==> config.mk <==
export PLATFORM = sky130hd
export DESIGN_NAME = litload_unit
export DESIGN_NICKNAME = d
export VERILOG_FILES = /design/src/rtl/litld_pkg.sv /design/src/rtl/litld_decode.sv /design/src/rtl/litld_agen.sv /design/src/rtl/litld_extend.sv /design/src/rtl/litload_unit.sv
export SDC_FILE = /design/constraint.sdc
export NUM_CORES = 1
export LEC_CHECK = 0
export ABC_AREA = 1
export BUFFER_PORTS_ARGS = -buffer_cell sky130_fd_sc_hd__buf_2
export CAP_MARGIN = 10
export CORE_AREA = 3 3 202 204
export DETAILED_ROUTE_END_ITERATION = 8
export DIE_AREA = 0 0 205 207
export PLACE_DENSITY = 0.61
export SYNTH_ARGS = -nofsm -noshare
export SYNTH_HDL_FRONTEND = slang
export SYNTH_SLANG_ARGS = --single-unit
==> constraint.sdc <==
create_clock -name clk -period 1.7 [get_ports clk]
set_clock_uncertainty 0.05 [all_clocks]
set_input_delay 0 -clock clk [delete_from_list [all_inputs] [get_ports clk]]
set_output_delay 0 -clock clk [all_outputs]
set_load 0.005 [all_outputs]
==> src/rtl/litld_pkg.sv <==
package litld_pkg;

    localparam int XLEN  = 64;
    localparam int IW    = 32;
    localparam int IMMW  = 19;
    localparam int REGW  = 5;
    localparam int ELW   = 2;

    typedef enum logic [1:0] {
        KIND_LD32 = 2'b00,
        KIND_LD64 = 2'b01,
        KIND_LDSW = 2'b10,
        KIND_PREF = 2'b11
    } kind_e;

    typedef struct packed {
        logic            match;
        kind_e           kind;
        logic [IMMW-1:0] imm;
        logic [REGW-1:0] rt;
    } dec_t;

    typedef enum logic [1:0] {
        ST_IDLE,
        ST_REQ,
        ST_RSP,
        ST_WB
    } state_e;

endpackage

==> src/rtl/litld_decode.sv <==
module litld_decode
    import litld_pkg::*;
(
    input  logic [IW-1:0] insn,
    output dec_t          dec
);
    localparam logic [5:0] CLASS_BITS = 6'b011000;

    always_comb begin
        dec.match = (insn[29:24] == CLASS_BITS);
        dec.kind  = kind_e'({insn[31], insn[30]});
        dec.imm   = insn[23:5];
        dec.rt    = insn[4:0];
    end
endmodule

==> src/rtl/litld_agen.sv <==
module litld_agen #(
    parameter int AW    = 64,
    parameter int IMMW  = 19,
    parameter int SCALE = 2
) (
    input  logic [AW-1:0]   base,
    input  logic [IMMW-1:0] imm,
    output logic [AW-1:0]   addr
);
    localparam int OFFW = IMMW + SCALE;
    localparam int EXTW = AW - OFFW;

    logic [OFFW-1:0] off_short;
    logic [AW-1:0]   off_full;

    always_comb begin
        off_short = {imm, {SCALE{1'b0}}};
        off_full  = {{EXTW{imm[IMMW-1]}}, off_short};
        addr      = base + off_full;
    end
endmodule

==> src/rtl/litld_extend.sv <==
module litld_extend
    import litld_pkg::*;
#(
    parameter int DW = 64
) (
    input  kind_e         kind,
    input  logic [DW-1:0] raw,
    output logic [DW-1:0] value
);
    localparam int HW = DW / 2;

    logic [HW-1:0] low;

    always_comb begin
        low = raw[HW-1:0];
        case (kind)
            KIND_LD64: value = raw;
            KIND_LDSW: value = {{HW{low[HW-1]}}, low};
            default:   value = {{HW{1'b0}}, low};
        endcase
    end
endmodule

==> src/rtl/litload_unit.sv <==
module litload_unit
    import litld_pkg::*;
(
    input  logic             clk,
    input  logic             rst_n,
    input  logic             in_valid,
    output logic             in_ready,
    input  logic [IW-1:0]    in_insn,
    input  logic [XLEN-1:0]  in_pc,
    input  logic [ELW-1:0]   in_el,
    output logic             nohandle,
    output logic             req_valid,
    input  logic             req_ready,
    output logic [XLEN-1:0]  req_addr,
    output logic             req_size8,
    output logic             req_prefetch,
    output logic [REGW-1:0]  req_hint,
    output logic             req_priv,
    input  logic             rsp_valid,
    output logic             rsp_ready,
    input  logic [XLEN-1:0]  rsp_data,
    output logic             wr_en,
    output logic [REGW-1:0]  wr_idx,
    output logic [XLEN-1:0]  wr_data
);

    typedef struct packed {
        state_e          state;
        logic [XLEN-1:0] addr;
        kind_e           kind;
        logic [REGW-1:0] rt;
        logic            priv;
        logic            nohandle;
        logic            wr_en;
        logic [XLEN-1:0] wr_data;
    } ctx_t;

    localparam ctx_t CTX_RESET = '{
        state:    ST_IDLE,
        addr:     '0,
        kind:     KIND_LD32,
        rt:       '0,
        priv:     1'b0,
        nohandle: 1'b0,
        wr_en:    1'b0,
        wr_data:  '0
    };

    dec_t            dec;
    logic [XLEN-1:0] tgt_addr;
    logic [XLEN-1:0] ext_data;
    ctx_t            ctx_d, ctx_q;

    litld_decode u_decode (
        .insn (in_insn),
        .dec  (dec)
    );

    litld_agen #(
        .AW    (XLEN),
        .IMMW  (IMMW),
        .SCALE (2)
    ) u_agen (
        .base (in_pc),
        .imm  (dec.imm),
        .addr (tgt_addr)
    );

    litld_extend #(
        .DW (XLEN)
    ) u_extend (
        .kind  (ctx_q.kind),
        .raw   (rsp_data),
        .value (ext_data)
    );

    always_comb begin
        ctx_d          = ctx_q;
        ctx_d.nohandle = 1'b0;
        ctx_d.wr_en    = 1'b0;
        case (ctx_q.state)
            ST_IDLE: begin
                if (in_valid) begin
                    if (dec.match) begin
                        ctx_d.state = ST_REQ;
                        ctx_d.addr  = tgt_addr;
                        ctx_d.kind  = dec.kind;
                        ctx_d.rt    = dec.rt;
                        ctx_d.priv  = (in_el != '0);
                    end else begin
                        ctx_d.nohandle = 1'b1;
                    end
                end
            end
            ST_REQ: begin
                if (req_ready) begin
                    ctx_d.state = (ctx_q.kind == KIND_PREF) ? ST_IDLE : ST_RSP;
                end
            end
            ST_RSP: begin
                if (rsp_valid) begin
                    ctx_d.state   = ST_WB;
                    ctx_d.wr_en   = 1'b1;
                    ctx_d.wr_data = ext_data;
                end
            end
            default: begin
                ctx_d.state = ST_IDLE;
            end
        endcase
    end

    always_ff @(posedge clk) begin
        if (!rst_n) ctx_q <= CTX_RESET;
        else        ctx_q <= ctx_d;
    end

    always_comb begin
        in_ready     = (ctx_q.state == ST_IDLE);
        req_valid    = (ctx_q.state == ST_REQ);
        rsp_ready    = (ctx_q.state == ST_RSP);
        req_addr     = ctx_q.addr;
        req_size8    = ctx_q.kind[0];
        req_prefetch = (ctx_q.kind == KIND_PREF);
        req_hint     = ctx_q.rt;
        req_priv     = ctx_q.priv;
        nohandle     = ctx_q.nohandle;
        wr_en        = ctx_q.wr_en;
        wr_idx       = ctx_q.rt;
        wr_data      = ctx_q.wr_data;
    end

    // the "not handled" pulse is single-cycle and never comes with a request
    a_r1_nohandle_pulse: assert property (@(posedge clk) disable iff (!rst_n)
        nohandle |=> !nohandle);
    a_r1_nohandle_no_req: assert property (@(posedge clk) disable iff (!rst_n)
        nohandle |-> (!req_valid && !wr_en));

    // a stalled request holds every field
    a_r9_req_stable: assert property (@(posedge clk) disable iff (!rst_n)
        (req_valid && !req_ready) |=> (req_valid && $stable(req_addr)
            && $stable(req_size8) && $stable(req_prefetch)
            && $stable(req_hint) && $stable(req_priv)));

    // a prefetch frees the unit right after its handshake
    a_r7_prefetch_release: assert property (@(posedge clk) disable iff (!rst_n)
        (req_valid && req_ready && req_prefetch) |=> (in_ready && !wr_en));

    // write follows the response handshake by one cycle, and lasts one
    a_r11_wb_after_rsp: assert property (@(posedge clk) disable iff (!rst_n)
        (rsp_valid && rsp_ready) |=> wr_en);
    a_r11_wb_single: assert property (@(posedge clk) disable iff (!rst_n)
        wr_en |=> !wr_en);

    // no new instruction is taken during the write cycle
    a_r10_busy_on_wb: assert property (@(posedge clk) disable iff (!rst_n)
        wr_en |-> !in_ready);

endmodule

### Yosys cells after proc, flatten, opt, wreduce, memory -nomap -nowiden

Cells that the tools add are included.

| operators by class | value |
|---|---|
| add/sub/neg operators | 1 |
| equal/unequal tests | 10 |
| mux-type cells | 9 |
| reduce and logical (&&, ||, !) cells | 7 |

Operator list:

| operator | number |
|---|---|
| $pmux W64 S2 | 1 |
| $mux W75 | 1 |
| $mux W74 | 1 |
| $mux W65 | 1 |
| $add A64 B64 Y64 | 1 |
| $eq A2 B2 Y1 const B | 3 |
| $eq A6 B5 Y1 const B | 1 |
| $mux W2 | 3 |
| $pmux W2 S3 | 1 |
| $reduce_and A3 Y1 | 2 |
| $eq A2 B1 Y1 const B | 2 |
| $ne A2 B1 Y1 const B | 2 |
| $ne A2 B2 Y1 const B | 2 |
| $reduce_and A2 Y1 | 2 |
| $reduce_and A4 Y1 | 1 |
| $logic_not A2 Y1 | 1 |
| $reduce_bool A2 Y1 | 1 |
| $mux W1 | 1 |

| word-level totals | value |
|---|---|
| register bits after elaboration | 140 |
| bits of input ports | 167 |
| output and inout port bits | 146 |
| word-level logic and storage cells | 35 |

### Logic depth before layout (Yosys ltp)

| logic depth | value |
|---|---|
| word-level depth | 4 |
| mapped depth | 17 |
| depth with buffers taken out | 17 |

### Cells and area by module

Synthesis repeated with hierarchy kept, for this count alone.

| unflattened totals | value |
|---|---|
| cell total of the unflattened synthesis | 2135 |
| area, all modules | 12714.7 µm² |

Modules (own cells, without submodules):

| module | times used | cells each | area an instance (µm²) |
|---|---|---|---|
| litload_unit | 1 | 768 | 6089.6 |
| litld_agen | 1 | 1225 | 5667.9 |
| litld_extend | 1 | 110 | 737.0 |
| litld_decode | 1 | 32 | 220.2 |

### Worst setup path after synthesis

OpenSTA, ideal clock, no wires.

| path | value |
|---|---|
| path kind | input to register |
| start point | input port in_insn[5] |
| end point | register ctx_q, in the netlist req_addr[46] |
| arrival | 1.472 ns |
| path slack | 0.069 ns |
| stages on the path | 14 |
| path buffers | 0 |
| cells stage by stage | ha_1 > inv_1 > fa_1 > nor2_1 > or2_2 > nand3_1 > nand2_1 > nand2_1 > nand2_1 > nand2_1 > nand3_1 > nand3_1 > nand2_1 > inv_1 |

| on the way | value |
|---|---|
| word-level cells in the longest chain between the ends | 1 |

Ends and longest elaborated chain:

| item | line | text |
|---|---|---|
| from (decl) | litload_unit.sv:8 | `input logic [IW-1:0] in_insn,` |
| $add A64 B64 Y64 | litld_agen.sv:19 | `addr = base + off_full;` |
| to (signal assigned) | litload_unit.sv:115 | `else ctx_q <= ctx_d;` |
| to (decl) | litload_unit.sv:52 | `ctx_t ctx_d, ctx_q;` |

No other way between the ends.
A chain may end at the register's enable or synchronous reset.

### Worst setup path in the final report

| path | value |
|---|---|
| start point | input port in_insn[23] |
| end point | register ctx_q, in the netlist req_addr[42] |

Same word-level chain as after synthesis.

==> flow_summary.toml <==
[detailed_routing]
vias = 13800
firstDrtPassIters = 5
met2_wirelength_mm = 23.0
wl_met1_mm = 19.7
viasPerCell = 4.52
drt_iter0_markers = 987
topRoutingLayerUsed = "met4"
wire_per_inst_um = 15.3
remaining_drc_errors = 0
ant_nets = 0
met3_length_mm = 2.50
routed_wl_mm = 46.9

[power]
peakVddDrop_mv = 0.729
power_frac_comb = 0.342
switchingPower_mw = 3.84
p_per_area_nw_per_um2 = 681
swShare = 0.334
seqPwrFrac = 0.302
internal_power_mw = 7.67
leakagePower_nw = 9.52
pwr-share-clk = 0.355

[finish]
insertedDiodeCount = 0
fill_cells = 4159
area_delta_synth_final_pct = 40.3
instances_no_fill = 3061
fin_nets = 2755
layout-drive-gt1-share = 0.282
utilization = 0.428

[floorplanning]
initial_core_util = 0.305
die_w_um = 205
coreArea_um2 = 39500
rows = 73
die_h_um = 207
die-area_um2 = 42400
pin_count = 313

[global_routing]
grt_pass1_wl_mm = 69.9
grtUsageTotal = 0.210
gr-total-overflow = 0
grt_max_degree = 57
antenna_found_initial = 0
grt_pass1_vias = 13300

[worst_setup_path]
path_delay_family = "simple AND/OR/NAND/NOR gates"
crit_slowest_cell = "ha_4"
crit_cells = 16
r2r_cells = 10
path_max_fanout = 7
cp_num_buf_inv = 5
worstSetupEndpointType = "flop"
arrival_ps = 1980
timing.rr.end = "req_addr[32]"
r2r_slack_ps = 20
crit_end = "req_addr[42]"
r2r-start = "ctx_q[138]"
startpoint = "in_insn[23]"
cp-start-kind = "primary input"
crit_chain = "buf_8 > buf_12 > ha_4 > nand2_2 > buf_4 > nor2_4 > inv_2 > nor3_4 > nand3_2 > nand3_4 > buf_4 > nand2_1 > nand3_2 > nand2_2 > nor2_4 > nor2_2"
slowest_delay_ps = 270
crit_required_ps = 2000
path_class = "primary input to flop"

[synth]
syn_area_um2 = 12100
syn_inst = 2098
ys.warnings.count = 0
synth_area_leaders = "dfxtp_1 23%, nand2_1 23%, inv_1 11%, buf_4 9.0%, nor2_1 7.3%"
syn_nets = 2330
yosys_register_bits = 140
ys_types = 39
synth_top_cell_by_area = "dfxtp_1"
postSynthAreaPerCell_um2 = 5.74
ys_seq_area_frac = 0.233
synth_top_area_frac = 0.233

[clock_network]
cts_tree = "done"
htree_num_levels = 4
clk_pin_slew_ps = 70
clock_sinks = 140
clkLatencyLatePin_ps = 450
cts_buffers = 17
ctsLongestPathBuffers = 2
cts_root_buf = "clkbuf_16"

[timing]
setup_violations = 0
hold_viol = 0
whs_ps = 78.0
slew_headroom = 0.776
finalCritPeriodShare = 0.990
tightest_slew_ps = 336
timing.fmax_ghz = 0.594
slew_viol_final = 0
rsz0062_at_grt = "yes"
fin_crit_ps = 1680

[placed_design]
port-buffer-count = 312
hpwl_mm = 36.5
gp_congestion = 0.955
dp_cells = 2928

[min_path]
hp-class = "primary input to flop"

[run]
max-cap-violations = 0

[run_status]
outcome = "finished clean"
-- through the flow --
| step | total power [mW] | worst slack, ps | setup TNS [ps] | area (µm²) |
|---|---|---|---|---|
| after floorplan | 5.49 | 69.0 | 0 | 12100 |
| after global placement | 6.94 | -534 | -18670 | 14500 |
| after detailed placement | 6.97 | -590 | -19570 | 14500 |
| after CTS | 11.3 | 5.03 | 0 | 16100 |
| after global routing | 12.2 | -68.3 | -428 | 16900 |
| final | 11.5 | 16.8 | 0 | 16900 |
-- state kept, by name, summed over array words and instances, names as in the netlist --
signal / count
wr_en: 1
req_size8: 1
wr_data: 64
req_priv: 1
nohandle: 1
ctx_q: 3
req_addr: 64
req_hint: 5
-- worst reg2reg max path, cell delays in order, from the launching register on --
cell	delay (ps)
dfxtp_2	330
nor2_4	110
inv_2	50
nor2_4	80
inv_2	50
nor2_4	180
buf_12	200
buf_8	130
nand3b_1	220
nand2_1	140
inv_1	40
-- cell families (layout without fill, tap and decap cells) --
| logic type | count (synthesis) | after routing | synth area share |
|---|---|---|---|
| and+or+nand+nor | 1130 | 1130 | 0.380 |
| buffers and inverters | 552 | 990 | 0.219 |
| AOI/OAI and AO/OA | 184 | 184 | 0.0808 |
| DFF | 140 | 140 | 0.233 |
| adders and majority gates | 65 | 65 | 0.0681 |
| xor gates and xnor gates | 27 | 27 | 0.0196 |
-- routing by layer --
metal / track usage / up-vias
met5: 0 / -
met4: 0.0841 / 0
met3: 0.0317 / 75
met2: 0.379 / 410
met1: 0.248 / 6294
li1: - / 7068
-- synth_stat cells, drive strengths merged --
cell	instances
a21boi	2
xnor2	5
inv	361
o221ai	1
dfxtp	140
nand4	12
or2	1
o21bai	7
a31oi	1
and2	3
nor3	14
a211oi	4
a21oi	116
fa	1
nor2	251
o211ai	3
buf	161
o22a	1
xor2	22
ha	64
nand3	110
o21ai	49
nand3b	1
clkbuf	30
nor4	2
nand2	736
-- cell type report --
class	instances	area, µm²	area share
Inverter	361	1360	0.0802
Tap cell	525	657	0.0389
Multi-Input combinational cell	1406	7290	0.431
Clock buffer	22	464	0.0275
Sequential cell	140	2810	0.166
Timing Repair Buffer	597	4170	0.247
Clock inverter	10	163	0.00962
-- power groups by stage --
| stage | clock network (mW) | registers, mW | logic (mW) |
|---|---|---|---|
| 2_1_floorplan | 0 | 3.54 | 1.95 |
| 3_3_place_gp | 0 | 3.54 | 3.40 |
| 3_5_place_dp | 0 | 3.55 | 3.42 |
| 4_1_cts | 4.20 | 3.47 | 3.62 |
| 5_1_grt | 4.33 | 3.50 | 4.33 |
| 6_report | 4.09 | 3.48 | 3.94 |
-- how the worst min path moves through the flow --
stage,startpoint,depth (start not counted),end
finish,in_pc[34],6,req_addr[34]
global route,in_pc[34],6,req_addr[34]
CTS,in_pc[34],6,req_addr[34]
detailed placement,in_insn[2],3,req_hint[2]
global placement,in_insn[2],3,req_hint[2]
floorplan,in_pc[0],2,req_addr[0]
-- cells in the final DEF (no fill, tap or decap), drive strengths merged, types with 3 or more instances in the layout --
| cell type | netlist | final |
|---|---|---|
| xor2 | 22 | 22 |
| o21ai | 49 | 49 |
| clkinv | 0 | 4 |
| a211oi | 4 | 4 |
| bufinv | 0 | 4 |
| clkbuf | 30 | 25 |
| nand3 | 110 | 110 |
| nor3 | 14 | 14 |
| nand4 | 12 | 12 |
| nor2 | 251 | 251 |
| inv | 361 | 361 |
| o21bai | 7 | 7 |
| a21oi | 116 | 116 |
| nand2 | 736 | 736 |
| and2 | 3 | 3 |
| ha | 64 | 64 |
| dfxtp | 140 | 140 |
| dlygate4sd3 | 0 | 83 |
| buf | 161 | 511 |
| o211ai | 3 | 3 |
| xnor2 | 5 | 5 |
-- repair_timing --
item	4_1_cts	5_1_grt
cloned	1	4
endpoints found under the hold margin	89	0
gates resized for setup	12	158
hold buffers	83	0
setup buffers	2	13
pin swaps	2	27
endpoints found under the setup margin	23	64
Note: power is estimated with default switching activity, not from simulation.
